<file path="config.mk">
export PLATFORM = sky130hd
export DESIGN_NAME = spim_top
export DESIGN_NICKNAME = d
export VERILOG_FILES = /design/src/rtl/spim_pkg.sv /design/src/rtl/spim_fifo.sv /design/src/rtl/spim_timer.sv /design/src/rtl/spim_engine.sv /design/src/rtl/spim_top.sv
export SDC_FILE = /design/constraint.sdc
export NUM_CORES = 1
export LEC_CHECK = 0
export BUFFER_PORTS_ARGS = -buffer_cell sky130_fd_sc_hd__buf_2
export CORE_UTILIZATION = 60
export DETAILED_ROUTE_END_ITERATION = 16
export GPL_TIMING_DRIVEN = 0
export PLACE_DENSITY = 0.82
export SLEW_MARGIN = 25
export SYNTH_ARGS = -nofsm -noshare
export SYNTH_HDL_FRONTEND = slang
export SYNTH_SLANG_ARGS = --single-unit
</file>
<file path="constraint.sdc">
create_clock -name clk -period 6.41 [get_ports clk]
set_input_delay 1.923 -clock clk [delete_from_list [all_inputs] [get_ports clk]]
set_output_delay 1.923 -clock clk [all_outputs]
set_load 0.05 [all_outputs]
</file>
<file path="src/rtl/spim_pkg.sv">
package spim_pkg;

  localparam int WORD_W = 32;

  typedef enum logic [1:0] {
    ST_IDLE = 2'd0,
    ST_PRE  = 2'd1,
    ST_DATA = 2'd2,
    ST_POST = 2'd3
  } spim_state_e;

  // Position in the word of the bit carried in slot k of a frame.
  function automatic logic [4:0] slot_pos(input logic [4:0] k, input logic [4:0] last_idx,
                                          input logic msb_first);
    return msb_first ? (last_idx - k) : k;
  endfunction

  // Serial clock level for a given engine state and half of a bit.
  function automatic logic clk_level(input spim_state_e st, input logic second_half,
                                     input logic idle_hi, input logic sample_fall);
    if (st != ST_DATA) return idle_hi;
    return idle_hi ^ (second_half ? ~sample_fall : sample_fall);
  endfunction

  // Whether the select line is asserted in the given state.
  function automatic logic sel_asserted(input spim_state_e st, input logic [1:0] mode);
    if (mode == 2'd0) return st == ST_DATA;
    return (st == ST_PRE) || (st == ST_POST);
  endfunction

endpackage

</file>
<file path="src/rtl/spim_fifo.sv">
module spim_fifo #(
  parameter int W = 32,
  parameter int DEPTH = 4,
  localparam int AW = (DEPTH > 1) ? $clog2(DEPTH) : 1,
  localparam int CW = $clog2(DEPTH + 1)
) (
  input  logic          clk,
  input  logic          rst_n,
  input  logic          flush,
  input  logic          push,
  input  logic [W-1:0]  din,
  input  logic          pop,
  output logic [W-1:0]  dout,
  output logic [CW-1:0] count,
  output logic          full,
  output logic          empty
);

  localparam logic [CW-1:0] FULL_CNT = CW'(DEPTH);
  localparam logic [AW-1:0] LAST_PTR = AW'(DEPTH - 1);

  logic [W-1:0]  mem [DEPTH];
  logic [AW-1:0] wr_ptr, rd_ptr;
  logic          do_push, do_pop;

  function automatic logic [AW-1:0] ptr_next(input logic [AW-1:0] p);
    return (p == LAST_PTR) ? '0 : p + 1'b1;
  endfunction

  assign full    = (count == FULL_CNT);
  assign empty   = (count == '0);
  assign do_push = push && !full && !flush;
  assign do_pop  = pop && !empty && !flush;
  assign dout    = mem[rd_ptr];

  always_ff @(posedge clk) begin
    if (do_push) mem[wr_ptr] <= din;
  end

  always_ff @(posedge clk or negedge rst_n) begin
    if (!rst_n) begin
      wr_ptr <= '0;
      rd_ptr <= '0;
      count  <= '0;
    end else if (flush) begin
      wr_ptr <= '0;
      rd_ptr <= '0;
      count  <= '0;
    end else begin
      if (do_push) wr_ptr <= ptr_next(wr_ptr);
      if (do_pop)  rd_ptr <= ptr_next(rd_ptr);
      count <= count + CW'(do_push) - CW'(do_pop);
    end
  end

  // occupancy never exceeds the depth
  a_r10_count_bound: assert property (@(posedge clk) disable iff (!rst_n)
    count <= FULL_CNT);

  // a write into a full buffer leaves its occupancy unchanged
  a_r10_full_ignored: assert property (@(posedge clk) disable iff (!rst_n)
    (full && push && !pop && !flush) |=> (count == $past(count)));

endmodule

</file>
<file path="src/rtl/spim_timer.sv">
module spim_timer #(
  parameter int DLY_W = 8
) (
  input  logic             clk,
  input  logic             rst_n,
  input  logic             run,
  input  logic             tick,
  input  logic [DLY_W-1:0] dly,
  output logic             hp_end
);

  logic [DLY_W-1:0] hcnt;

  assign hp_end = run && tick && (hcnt == dly);

  always_ff @(posedge clk or negedge rst_n) begin
    if (!rst_n)       hcnt <= '0;
    else if (!run)    hcnt <= '0;
    else if (hp_end)  hcnt <= '0;
    else if (tick)    hcnt <= hcnt + 1'b1;
  end

endmodule

</file>
<file path="src/rtl/spim_engine.sv">
module spim_engine
  import spim_pkg::*;
#(
  parameter int DLY_W = 8
) (
  input  logic              clk,
  input  logic              rst_n,
  input  logic              abort,
  input  logic              tick,
  input  logic [4:0]        cfg_bits_m1,
  input  logic [DLY_W-1:0]  cfg_half_dly,
  input  logic              cfg_msb_first,
  input  logic              cfg_sample_fall,
  input  logic              cfg_clk_idle_hi,
  input  logic              cfg_tx_only,
  input  logic [1:0]        cfg_sel_mode,
  input  logic              cfg_sel_act_low,
  input  logic              tx_valid,
  input  logic [WORD_W-1:0] tx_word,
  output logic              tx_pop,
  output logic              rx_push,
  output logic [WORD_W-1:0] rx_word,
  input  logic              miso,
  output logic              sclk,
  output logic              mosi,
  output logic              ssel,
  output logic              busy
);

  spim_state_e       state;
  logic              half;
  logic [4:0]        k;
  logic [WORD_W-1:0] word;
  logic [WORD_W-1:0] rx_sh;
  logic              hp_end;
  logic              run;
  logic              last_slot;
  logic [4:0]        pos;

  assign run       = (state != ST_IDLE) && !abort;
  assign last_slot = (k == cfg_bits_m1);
  assign pos       = slot_pos(k, cfg_bits_m1, cfg_msb_first);
  assign busy      = (state != ST_IDLE);
  assign tx_pop    = (state == ST_IDLE) && tx_valid && !abort;
  assign rx_push   = (state == ST_DATA) && hp_end && half && last_slot && !cfg_tx_only && !abort;
  assign rx_word   = rx_sh;

  assign sclk = clk_level(state, half, cfg_clk_idle_hi, cfg_sample_fall);
  assign mosi = (state == ST_DATA) ? word[pos] : 1'b0;
  assign ssel = sel_asserted(state, cfg_sel_mode) ^ cfg_sel_act_low;

  spim_timer #(.DLY_W(DLY_W)) u_timer (
    .clk    (clk),
    .rst_n  (rst_n),
    .run    (run),
    .tick   (tick),
    .dly    (cfg_half_dly),
    .hp_end (hp_end)
  );

  always_ff @(posedge clk or negedge rst_n) begin
    if (!rst_n) begin
      state <= ST_IDLE;
      half  <= 1'b0;
      k     <= '0;
      word  <= '0;
      rx_sh <= '0;
    end else if (abort) begin
      state <= ST_IDLE;
      half  <= 1'b0;
      k     <= '0;
    end else begin
      unique case (state)
        ST_IDLE: if (tx_valid) begin
          word  <= tx_word;
          rx_sh <= '0;
          k     <= '0;
          half  <= 1'b0;
          state <= cfg_sel_mode[0] ? ST_PRE : ST_DATA;
        end
        ST_PRE: if (hp_end) state <= ST_DATA;
        ST_DATA: if (hp_end) begin
          if (!half) begin
            rx_sh[pos] <= miso;
            half       <= 1'b1;
          end else begin
            half <= 1'b0;
            if (last_slot) state <= cfg_sel_mode[1] ? ST_POST : ST_IDLE;
            else           k <= k + 1'b1;
          end
        end
        ST_POST: if (hp_end) state <= ST_IDLE;
        default: state <= ST_IDLE;
      endcase
    end
  end

  // without a tick an active frame does not move the serial clock
  a_r5_hold_without_tick: assert property (@(posedge clk) disable iff (!rst_n)
    (busy && !tick && !abort) |=> $stable(sclk));

  // an abort returns the engine to rest on the next cycle
  a_r11_abort_to_rest: assert property (@(posedge clk) disable iff (!rst_n)
    abort |=> (!busy && (sclk == cfg_clk_idle_hi)));

  // the data output only changes on the edge that ends a bit or a frame
  a_r4_mosi_at_boundary: assert property (@(posedge clk) disable iff (!rst_n)
    (busy && $past(busy) && (state == ST_DATA) && half) |-> $stable(mosi));

endmodule

</file>
<file path="src/rtl/spim_top.sv">
module spim_top
  import spim_pkg::*;
#(
  parameter int TX_DEPTH = 4,
  parameter int RX_DEPTH = 4,
  localparam int TCW = $clog2(TX_DEPTH + 1),
  localparam int RCW = $clog2(RX_DEPTH + 1)
) (
  input  logic              clk,
  input  logic              rst_n,
  input  logic              tick_en,
  input  logic [4:0]        cfg_bits_m1,
  input  logic [7:0]        cfg_half_dly,
  input  logic              cfg_msb_first,
  input  logic              cfg_sample_fall,
  input  logic              cfg_clk_idle_hi,
  input  logic              cfg_tx_only,
  input  logic [1:0]        cfg_sel_mode,
  input  logic              cfg_sel_act_low,
  input  logic [31:0]       tx_data,
  input  logic              tx_load,
  output logic [31:0]       rx_data,
  input  logic              rx_pop,
  input  logic              eng_reset,
  input  logic              rx_clear,
  output logic              sclk,
  output logic              mosi,
  input  logic              miso,
  output logic              ssel,
  output logic [TCW-1:0]    tx_free,
  output logic [RCW-1:0]    rx_count,
  output logic              idle,
  output logic              rx_overflow
);

  localparam logic [TCW-1:0] TX_SLOTS = TCW'(TX_DEPTH);
  localparam logic [RCW-1:0] RX_SLOTS = RCW'(RX_DEPTH);

  logic [WORD_W-1:0] tx_head, rx_word;
  logic [TCW-1:0]    tx_count;
  logic              tx_full, tx_empty, rx_full, rx_empty;
  logic              tx_pop, rx_push, busy;

  spim_fifo #(.W(WORD_W), .DEPTH(TX_DEPTH)) u_txq (
    .clk   (clk),
    .rst_n (rst_n),
    .flush (eng_reset),
    .push  (tx_load),
    .din   (tx_data),
    .pop   (tx_pop),
    .dout  (tx_head),
    .count (tx_count),
    .full  (tx_full),
    .empty (tx_empty)
  );

  spim_fifo #(.W(WORD_W), .DEPTH(RX_DEPTH)) u_rxq (
    .clk   (clk),
    .rst_n (rst_n),
    .flush (rx_clear),
    .push  (rx_push),
    .din   (rx_word),
    .pop   (rx_pop),
    .dout  (rx_data),
    .count (rx_count),
    .full  (rx_full),
    .empty (rx_empty)
  );

  spim_engine #(.DLY_W(8)) u_eng (
    .clk             (clk),
    .rst_n           (rst_n),
    .abort           (eng_reset),
    .tick            (tick_en),
    .cfg_bits_m1     (cfg_bits_m1),
    .cfg_half_dly    (cfg_half_dly),
    .cfg_msb_first   (cfg_msb_first),
    .cfg_sample_fall (cfg_sample_fall),
    .cfg_clk_idle_hi (cfg_clk_idle_hi),
    .cfg_tx_only     (cfg_tx_only),
    .cfg_sel_mode    (cfg_sel_mode),
    .cfg_sel_act_low (cfg_sel_act_low),
    .tx_valid        (!tx_empty),
    .tx_word         (tx_head),
    .tx_pop          (tx_pop),
    .rx_push         (rx_push),
    .rx_word         (rx_word),
    .miso            (miso),
    .sclk            (sclk),
    .mosi            (mosi),
    .ssel            (ssel),
    .busy            (busy)
  );

  assign tx_free = TX_SLOTS - tx_count;
  assign idle    = !busy && tx_empty;

  always_ff @(posedge clk or negedge rst_n) begin
    if (!rst_n)                  rx_overflow <= 1'b0;
    else if (rx_clear)           rx_overflow <= 1'b0;
    else if (rx_push && rx_full) rx_overflow <= 1'b1;
  end

  // send-only operation never adds to the receive buffer
  a_r8_tx_only_no_growth: assert property (@(posedge clk) disable iff (!rst_n)
    cfg_tx_only |=> (rx_count <= $past(rx_count)));

  // the overflow flag holds until the clear strobe
  a_r9_overflow_sticky: assert property (@(posedge clk) disable iff (!rst_n)
    (rx_overflow && !rx_clear) |=> rx_overflow);

  // the flag only rises when the receive buffer was full
  a_r9_overflow_on_full: assert property (@(posedge clk) disable iff (!rst_n)
    $rose(rx_overflow) |-> ($past(rx_count) == RX_SLOTS));

  // idle implies the transmit buffer is empty
  a_r12_idle_means_empty: assert property (@(posedge clk) disable iff (!rst_n)
    idle |-> (tx_free == TX_SLOTS));

endmodule

</file>
==> results of run 1 <==
==> worst min path at each step <==
| stage | from | end | slack (ns) | cells past startpoint |
|---|---|---|---|---|
| 2_1_floorplan | u_eng.word[1]$_DFFE_PN0P_ | u_eng.word[1]$_DFFE_PN0P_ | 0.47 | 1 |
| 3_5_place_dp | u_eng.word[28]$_DFFE_PN0P_ | u_eng.word[28]$_DFFE_PN0P_ | 0.49 | 1 |
| 5_1_grt | u_eng.word[13]$_DFFE_PN0P_ | u_eng.word[13]$_DFFE_PN0P_ | 0.53 | 1 |
| 6_report | u_eng.word[1]$_DFFE_PN0P_ | u_eng.word[1]$_DFFE_PN0P_ | 0.51 | 1 |
| 4_1_cts | u_eng.word[28]$_DFFE_PN0P_ | u_eng.word[28]$_DFFE_PN0P_ | 0.51 | 1 |
| 3_3_place_gp | rx_overflow$_DFFE_PN0P_ | rx_overflow$_DFFE_PN0P_ | 0.48 | 2 |
==> state kept, by name, summed over array words and instances (netlist names) <==
name / cells
u_rxq.mem: 128
u_txq.mem: 128
u_eng.rx_word: 32
u_eng.word: 32
u_eng.u_timer.hcnt: 8
u_eng.k: 5
u_rxq.count: 3
u_txq.count: 3
u_eng.state: 2
u_rxq.rd_ptr: 2
u_rxq.wr_ptr: 2
u_txq.rd_ptr: 2
u_txq.wr_ptr: 2
rx_overflow: 1
u_eng.half: 1
==> worst max-delay path: stages <==
cell and delay [ns]:
buf_2 0.12, inv_1 0.07, ha_1 0.16, inv_1 0.06, fa_1 0.43, xnor2_1 0.21, a21oi_4 0.39, mux4_2 0.37
mux2i_1 0.20, o211a_1 0.17, o22ai_2 0.07, buf_2 0.22
==> area by class of cell <==
cell class | count | area [sq um] | share of cell area [%]
clock buffer | 40 | 895 | 5.25
clock inverter | 23 | 234 | 1.37
inverter | 22 | 82.6 | 0.484
timing repair buffer | 110 | 732 | 4.29
multi-input combinational | 492 | 4470 | 26.2
sequential | 351 | 10100 | 59.0
tap | 319 | 399 | 2.34
buffer | 41 | 174 | 1.02
antenna | 1 | 2.50 | 0.0147
==> placed cells by master, fill, tap and decap left out, types with 4 or more instances in the layout <==
cell type and instances:
edfxtp_1 256, buf_2 101, dfrtp_1 95, nand3_1 82, mux4_2 68, nand2_1 65
o211ai_1 37, clkbuf_16 35, mux2_2 33, clkbuf_1 31, nor2_1 31, ha_1 23
inv_1 22, o21ai_0 21, xnor2_1 15, and3_1 10, a21oi_1 10, clkinv_2 9
buf_1 8, and2_2 8, a211oi_1 8, nor2b_1 7, mux2i_1 7, nor3_1 6
and2_1 5, xor2_1 5, or3_1 5, buf_16 5, nor4_4 4, bufinv_16 4
buf_12 4
==> cell families after synthesis <==
logic type	after synthesis	share of synthesized area [%]
mux	108	13.4
fa+ha+maj	26	2.36
buf+inv	63	1.71
simple gates	239	8.44
compound gates	99	4.64
flops	351	68.3
xor+xnor	20	1.19
==> timing repair <==
| action | 4_1_cts | 5_1_grt |
|---|---|---|
| resized for setup | 5 | 6 |
| cloned | 0 | 0 |
| endpoints found under the setup margin | 1 | 1 |
| pin swaps | 0 | 1 |
| buffers inserted | 0 | 1 |
==> layer usage <==
metal / GRT usage [%] / up-vias / share of wire (%)
met1: 30.1 / 4242 / 39
met5: 0 / - / 0.044
met3: 3.84 / 68 / 5.4
met4: 7.99 / 2 / 2.6
met2: 43.5 / 295 / 53
li1: - / 3829 / -
==> metrics by stage <==
step                      instances  setup TNS [ns]  hold WS, ns  total power [mW]
after floorplan                 906               0        0.472              3.66
after CTS                      1397               0        0.506              6.01
after global placement         1325          -0.397        0.479              3.94
after global routing           1399               0        0.528              6.22
after detailed placement       1334          -0.354        0.493              4.00
final                          1399               0        0.507              5.97
==> power by group through the flow <==
stage	Clock [mW]	Sequential (mW)	Combinational [mW]
2_1_floorplan	0	2.74	0.921
3_3_place_gp	0	2.74	1.20
3_5_place_dp	0	2.76	1.24
4_1_cts	2.04	2.71	1.26
5_1_grt	2.12	2.73	1.36
6_report	2.01	2.72	1.25
==> results.txt, run 1 <==
- With fillers left out, the area of the finished cells amounts to 0.0170 sq mm.
* Total wirelength of the detailed-routed design: 29600 microns
- Number of flops mapped to enable cells by yosys: 256
- CTS saw 351 sinks.
- Across all setup checks in the final design, the least slack found is 0.0943 ns.
- Initial core utilization: 62.1%
* Post-placement worst setup slack: -0.354 ns
* Via total after detailed routing: 8436
* Launch point of the worst reg-to-reg path: u_txq.count[1]$_DFF_PN0_
* Most frequent cell after synthesis: edfxtp_1
- Seq cells post-synth: 351
- By startpoint and endpoint, the worst setup path is classified as input port to output port.
- Dividing total power by cell area gives a power density of 350 mW/mm^2.
* Quantity of hold-fixing buffers added after cts: 0
* Worst-case reg-to-reg path depth: 10
* Netlist cell types: 53
* Final Util: 71.8%
- After clock tree synthesis, the clock-pin slew on the worst setup and hold paths is 0.06 ns.
- During synthesis, Yosys emitted a total of 0 warnings.
- Switch Pwr: 1.65 mW
- Width of the chip: 159 microns
* Clock tree from TritonCTS: yes
- Summed over all layers, the global routing overflow is 0.
- Total global-route track usage: 24.3%
* Average wire length per cell after detail routing: 21.2 microns
* Critical Path Sink Type: output port
- Pin slew with the least headroom to its limit: 1.04 ns
- The die covers 0.0252 sq mm.
* Type of the worst min-delay path: register to register
* Clock Latency Late Sink: 0.52 ns
- Most frequent cells after synthesis: edfxtp_1, dfrtp_1, nand3_1
- For this run, design rule violations remaining after detail routing come to 0.
- Core Region: 0.0238 sq mm
- Area grow syn2layout: 15.7%
- Via count of the first global-routing pass: 8728
* Ys flop type: edfxtp_1
- Termination of the worst setup path: mosi
- STA classifies the critical path startpoint as an input port.
* Cell at the root of the clock tree: clkbuf_16
* Capture instance of the worst register-to-register path: u_txq.count[1]$_DFF_PN0_
- Deepest clock path buffer count: 3
- Summed over all cells, the static leakage comes to 6.58 nW.
- The final-report max-slew violation count is 0.
- Critical Path Start: cfg_bits_m1[0]
- Sequential cells burn 45.5% of the power.
- Largest net degree at the start of global routing: 51
* Cell accounting for the most synthesized area: edfxtp_1
* Post-synth ARST share: 27.1%
- Max Fanout on Critical Path: 10
* Iteration-0 DRC Markers: 623
- In this run, the clock network consumes 33.6% of the power.
- Hpwl dp: 20000 microns
- Status: finished clean
- Number of clock buffers inserted by TritonCTS: 35
- Setup repair after global routing left no endpoint under its margin.
- Number of failing setup endpoints in the final timing report: 0
* Synth top area share: 52.1%
- For the worst setup path, the data required time is 4.49 ns.
- In the final layout, the share of cells above drive strength 1 is 27.8%.
- Slew HR: 30.1%
* Arrival time at the worst endpoint: 4.39 ns
* Worst-case clock skew: 0.0207 ns
* Number of failing hold endpoints at the final stage: 0
- Filler cells: 1446
- Maximum vdd ir drop: 0.354 mV
- Ports: 103
* Synthesized net count: 992
* Ranking of synthesized cells by area: edfxtp_1, dfrtp_1, mux4_2
- Port buffering added 100 buffers.
- Clock H-tree levels: 2
- F_max: 158 MHz
- In this run the cell area measured after placement is 0.0159 sq mm.
* Net count reported at finish: 1139
- Overall die height: 159 microns
- Post-synthesis sequential area ratio: 68.3%
- Gate count of the mapped netlist: 906
- Max-cap viol count: 0
- Area of the mapped netlist: 0.0147 sq mm
- Routability-driven placement finished with a final weighted congestion of 0.879.
- The worst path uses 98.5% of the clock period.
- Per report_power, the combinational group accounts for 20.9% of the total.
* Switching part of the total: 27.6%
* Int Power: 4.32 mW
- Initial antenna violation count: 2
- Reg2reg setup slack: 3.01 ns
* Vias per inst: 6.03
- Number of cell rows: 56
- First-pass iteration count of the detailed router: 5
- The count of nets left with antenna violations once routing finished came out at 0.
* Final worst path period need: 6.32 ns
- The first global-routing pass estimated 47300 microns of wire.
- Each instance of the synthesized netlist takes up on average 16.3 sq um.
(Power assumes the default switching activity.)
==> inputs of run 2 (changes only) <==
--- a/config.mk
+++ b/config.mk
@@ -10,6 +10,7 @@
 export DETAILED_ROUTE_END_ITERATION = 16
 export GPL_TIMING_DRIVEN = 0
 export PLACE_DENSITY = 0.82
+export SETUP_SLACK_MARGIN = 0.3
 export SLEW_MARGIN = 25
 export SYNTH_ARGS = -nofsm -noshare
 export SYNTH_HDL_FRONTEND = slang
==> run 2 against run 1 <==
Combinational power rose by 3%; global-route usage grew 0.88 points; wire length rose by 3.0%; non-clock buffer count rose by 6; worst hold slack got worse by 0.0053 ns; clock-buffer cell count grew 8; sequential share of layout area down 0.28 points; worst setup slack better by 0.20 ns; total power down 0.46%; final cell count grew 0.29%; sequential power barely moved; critical endpoint unchanged; largest power group unchanged; highest routed layer unchanged.
==> results.txt, run 2 (synthesis results as in run 1) <==
- The worst clock skew on the final layout is 0.0154 ns (was 0.0207 ns).
- Final worst path period need: 6.12 ns (was 6.32 ns)
- The die extent in y came to 159 microns (unchanged).
- The area growth from synthesis to layout came to 16.2% (was 15.7%).
- The initial standard-cell utilization of the core came to 62.1% (unchanged).
* Overall die area: 0.0252 sq mm (unchanged)
* Vias per inst: 6.12 (was 6.03)
- Critical path launch point type: input port (unchanged)
* Width of the chip: 159 microns (unchanged)
- The number of primary I/O pins was 103 (unchanged).
* Via total after detailed routing: 8587 (was 8436)
* Count of buffers inserted at the top-level ports: 100 (unchanged)
- WHS: 0.501 ns (was 0.507 ns)
- Iteration-0 DRC Markers: 822 (was 623)
- Leading cell type in the layout, fill and taps excluded: edfxtp_1 (unchanged)
- The static leakage was 6.60 nW (was 6.58 nW).
- The diode insertion count for antenna repair was 0 (was 1).
- Clock H-tree levels: 2 (unchanged)
- Largest registers: u_rxq.mem x128, u_txq.mem x128 (unchanged).
- The data required time of the worst path came to 4.49 ns (about the same).
* Category of the critical setup timing path: input port to output port (unchanged)
- Initial antenna violation count: 2 (unchanged)
- The highest fanout seen on the critical path came to 3 (was 10).
- Clock tree from TritonCTS: yes (unchanged)
- Dpl cell area: 0.0159 sq mm (about the same)
- The HPWL reported at the end of detailed placement was 20400 microns (was 20000 microns).
* Wire length of the first global-routing pass: 49000 microns (was 47300 microns)
* PwrDens: 347 mW/mm^2 (was 350 mW/mm^2)
- Pin slew with the least headroom to its limit: 0.933 ns (was 1.04 ns)
* Multi-input logic area: 0.00452 sq mm (was 0.00447 sq mm)
- Ratio of cells with drive above 1 in the final layout: 28.5% (was 27.8%)
* Net count reported at finish: 1145 (was 1139)
- Clock-pin slew of the registers on the worst-case setup and hold paths: 0.06 ns (about the same)
- Global placer's final weighted congestion: 0.861 (was 0.879)
* Post-layout instance area: 0.0171 sq mm (was 0.0170 sq mm)
- The number of placement rows came to 56 (unchanged).
- The filler cell count in the final layout was 1458 (was 1446).
* Total wirelength of the detailed-routed design: 30500 microns (was 29600 microns)
- The final-report max-slew violation count is 0 (unchanged).
- Number of failing hold endpoints at the final stage: 0 (unchanged)
* F_max: 164 MHz (was 158 MHz)
- The iteration count of the initial detailed-routing pass came to 5 (unchanged).
- Largest net degree at the start of global routing: 51 (unchanged)
- Cell at the root of the clock tree: clkbuf_16 (unchanged)
* Type of the worst min-delay path: register to register (unchanged)
- Max-cap viol count: 0 (unchanged)
- The number of clock buffers inserted by TritonCTS is 35 (unchanged).
- The final setup violation count is 0 (unchanged).
- The worst path arrival time is 4.19 ns (was 4.39 ns).
- Top library cells by usage in the layout, fill and taps aside: edfxtp_1, buf_2, dfrtp_1 (unchanged).
* Quantity of hold-fixing buffers added after cts: 0 (unchanged)
- Post-detailed-route count of antenna-violating nets: 0 (unchanged)
- Reg area: 0.0101 sq mm (unchanged)
- Number of sinks driven by the clock tree: 351 (unchanged)
* Total global routing overflow: 0 (unchanged)
- Slew HR: 37.3% (was 30.1%)
- Deepest clock path buffer count: 3 (unchanged)
* Drc violations: 0 (unchanged)
* Critical Path Sink Type: output port (unchanged)
- The via count of the first global-routing pass came to 9271 (was 8728).
- Total global-route track usage: 25.2% (was 24.3%)
* Average wire length per cell after detail routing: 21.8 microns (was 21.2 microns)
- RSZ-0062 raised after global routing: yes (was no).
- The insertion delay to the later sink of the worst-skew pair was 0.52 ns (about the same).
- Core Region: 0.0238 sq mm (unchanged)
* Status: finished clean (unchanged)
- Sum Neg Setup Slack: 0 ns (unchanged)
* Share of the cycle needed by the critical path after routing: 95.4% (was 98.5%)
- The worst ir drop on vdd is 0.302 mV (was 0.354 mV).
[run 2: power breakdown]
part	total, mW	switching (mW)	internal [mW]
logic	1.29	0.727	0.561
clock network	1.94	0.816	1.12
registers	2.71	0.105	2.61
[run 2: path summary, 6_finish.rpt]
check	start	end	slack (ns)	cells past startpoint
worst min register to register	u_eng.word[5]$_DFFE_PN0P_	u_eng.word[5]$_DFFE_PN0P_	0.50	1
worst max-delay path	cfg_bits_m1[0]	mosi	0.29	12
worst max register to register	u_txq.count[1]$_DFF_PN0_	u_txq.count[1]$_DFF_PN0_	3.05	10
min in group asynchronous	rst_n	u_rxq.count[1]$_DFF_PN0_	1.33	1
max in group asynchronous	rst_n	u_eng.word[9]$_DFFE_PN0P_	4.45	2
worst min-delay path	u_eng.word[5]$_DFFE_PN0P_	u_eng.word[5]$_DFFE_PN0P_	0.50	1
[run 2: final cells by class]
class / instances / share of cell area (%)
flip-flops and latches: 351 / 58.8
multi-input cells: 492 / 26.4
clock buffers: 48 / 5.57
repair buffers: 116 / 4.72
well taps: 319 / 2.33
plain buffers: 41 / 1.04
clock inverters: 14 / 0.708
inverters: 22 / 0.497
[run 2: layer usage]
layer	vias to the layer above	wire (microns)	GRT usage, %
met5	-	23	0
met4	4	849	9.05
met3	68	1450	3.92
met2	305	16500	46.1
met1	4368	11600	29.9
li1	3842	-	-
[run 2: metrics by stage]
stage	cells	power (mW)	setup slack (ns)	utilization, %
2_1_floorplan	906	3.66	0.415	-
3_3_place_gp	1325	3.95	-0.139	65.9
3_5_place_dp	1334	4.00	-0.188	66.9
4_1_cts	1400	5.96	0.311	71.9
5_1_grt	1403	6.17	0.238	72.1
6_report	1403	5.94	0.295	72.1
[run 2: critical path, cell delays in order]
cell and delay, ns:
buf_8 0.10, inv_4 0.05, ha_4 0.13, inv_2 0.04
fa_2 0.56, nand2_2 0.07, o21ai_4 0.11, mux4_2 0.58
mux2i_4 0.19, o211a_1 0.18, o22ai_2 0.07, buf_6 0.16
[run 2: repair_timing]
item	in CTS	in global routing
buffers inserted	4	3
endpoints found under the setup margin	1	1
gates resized for setup	21	7
pin swaps	2	6
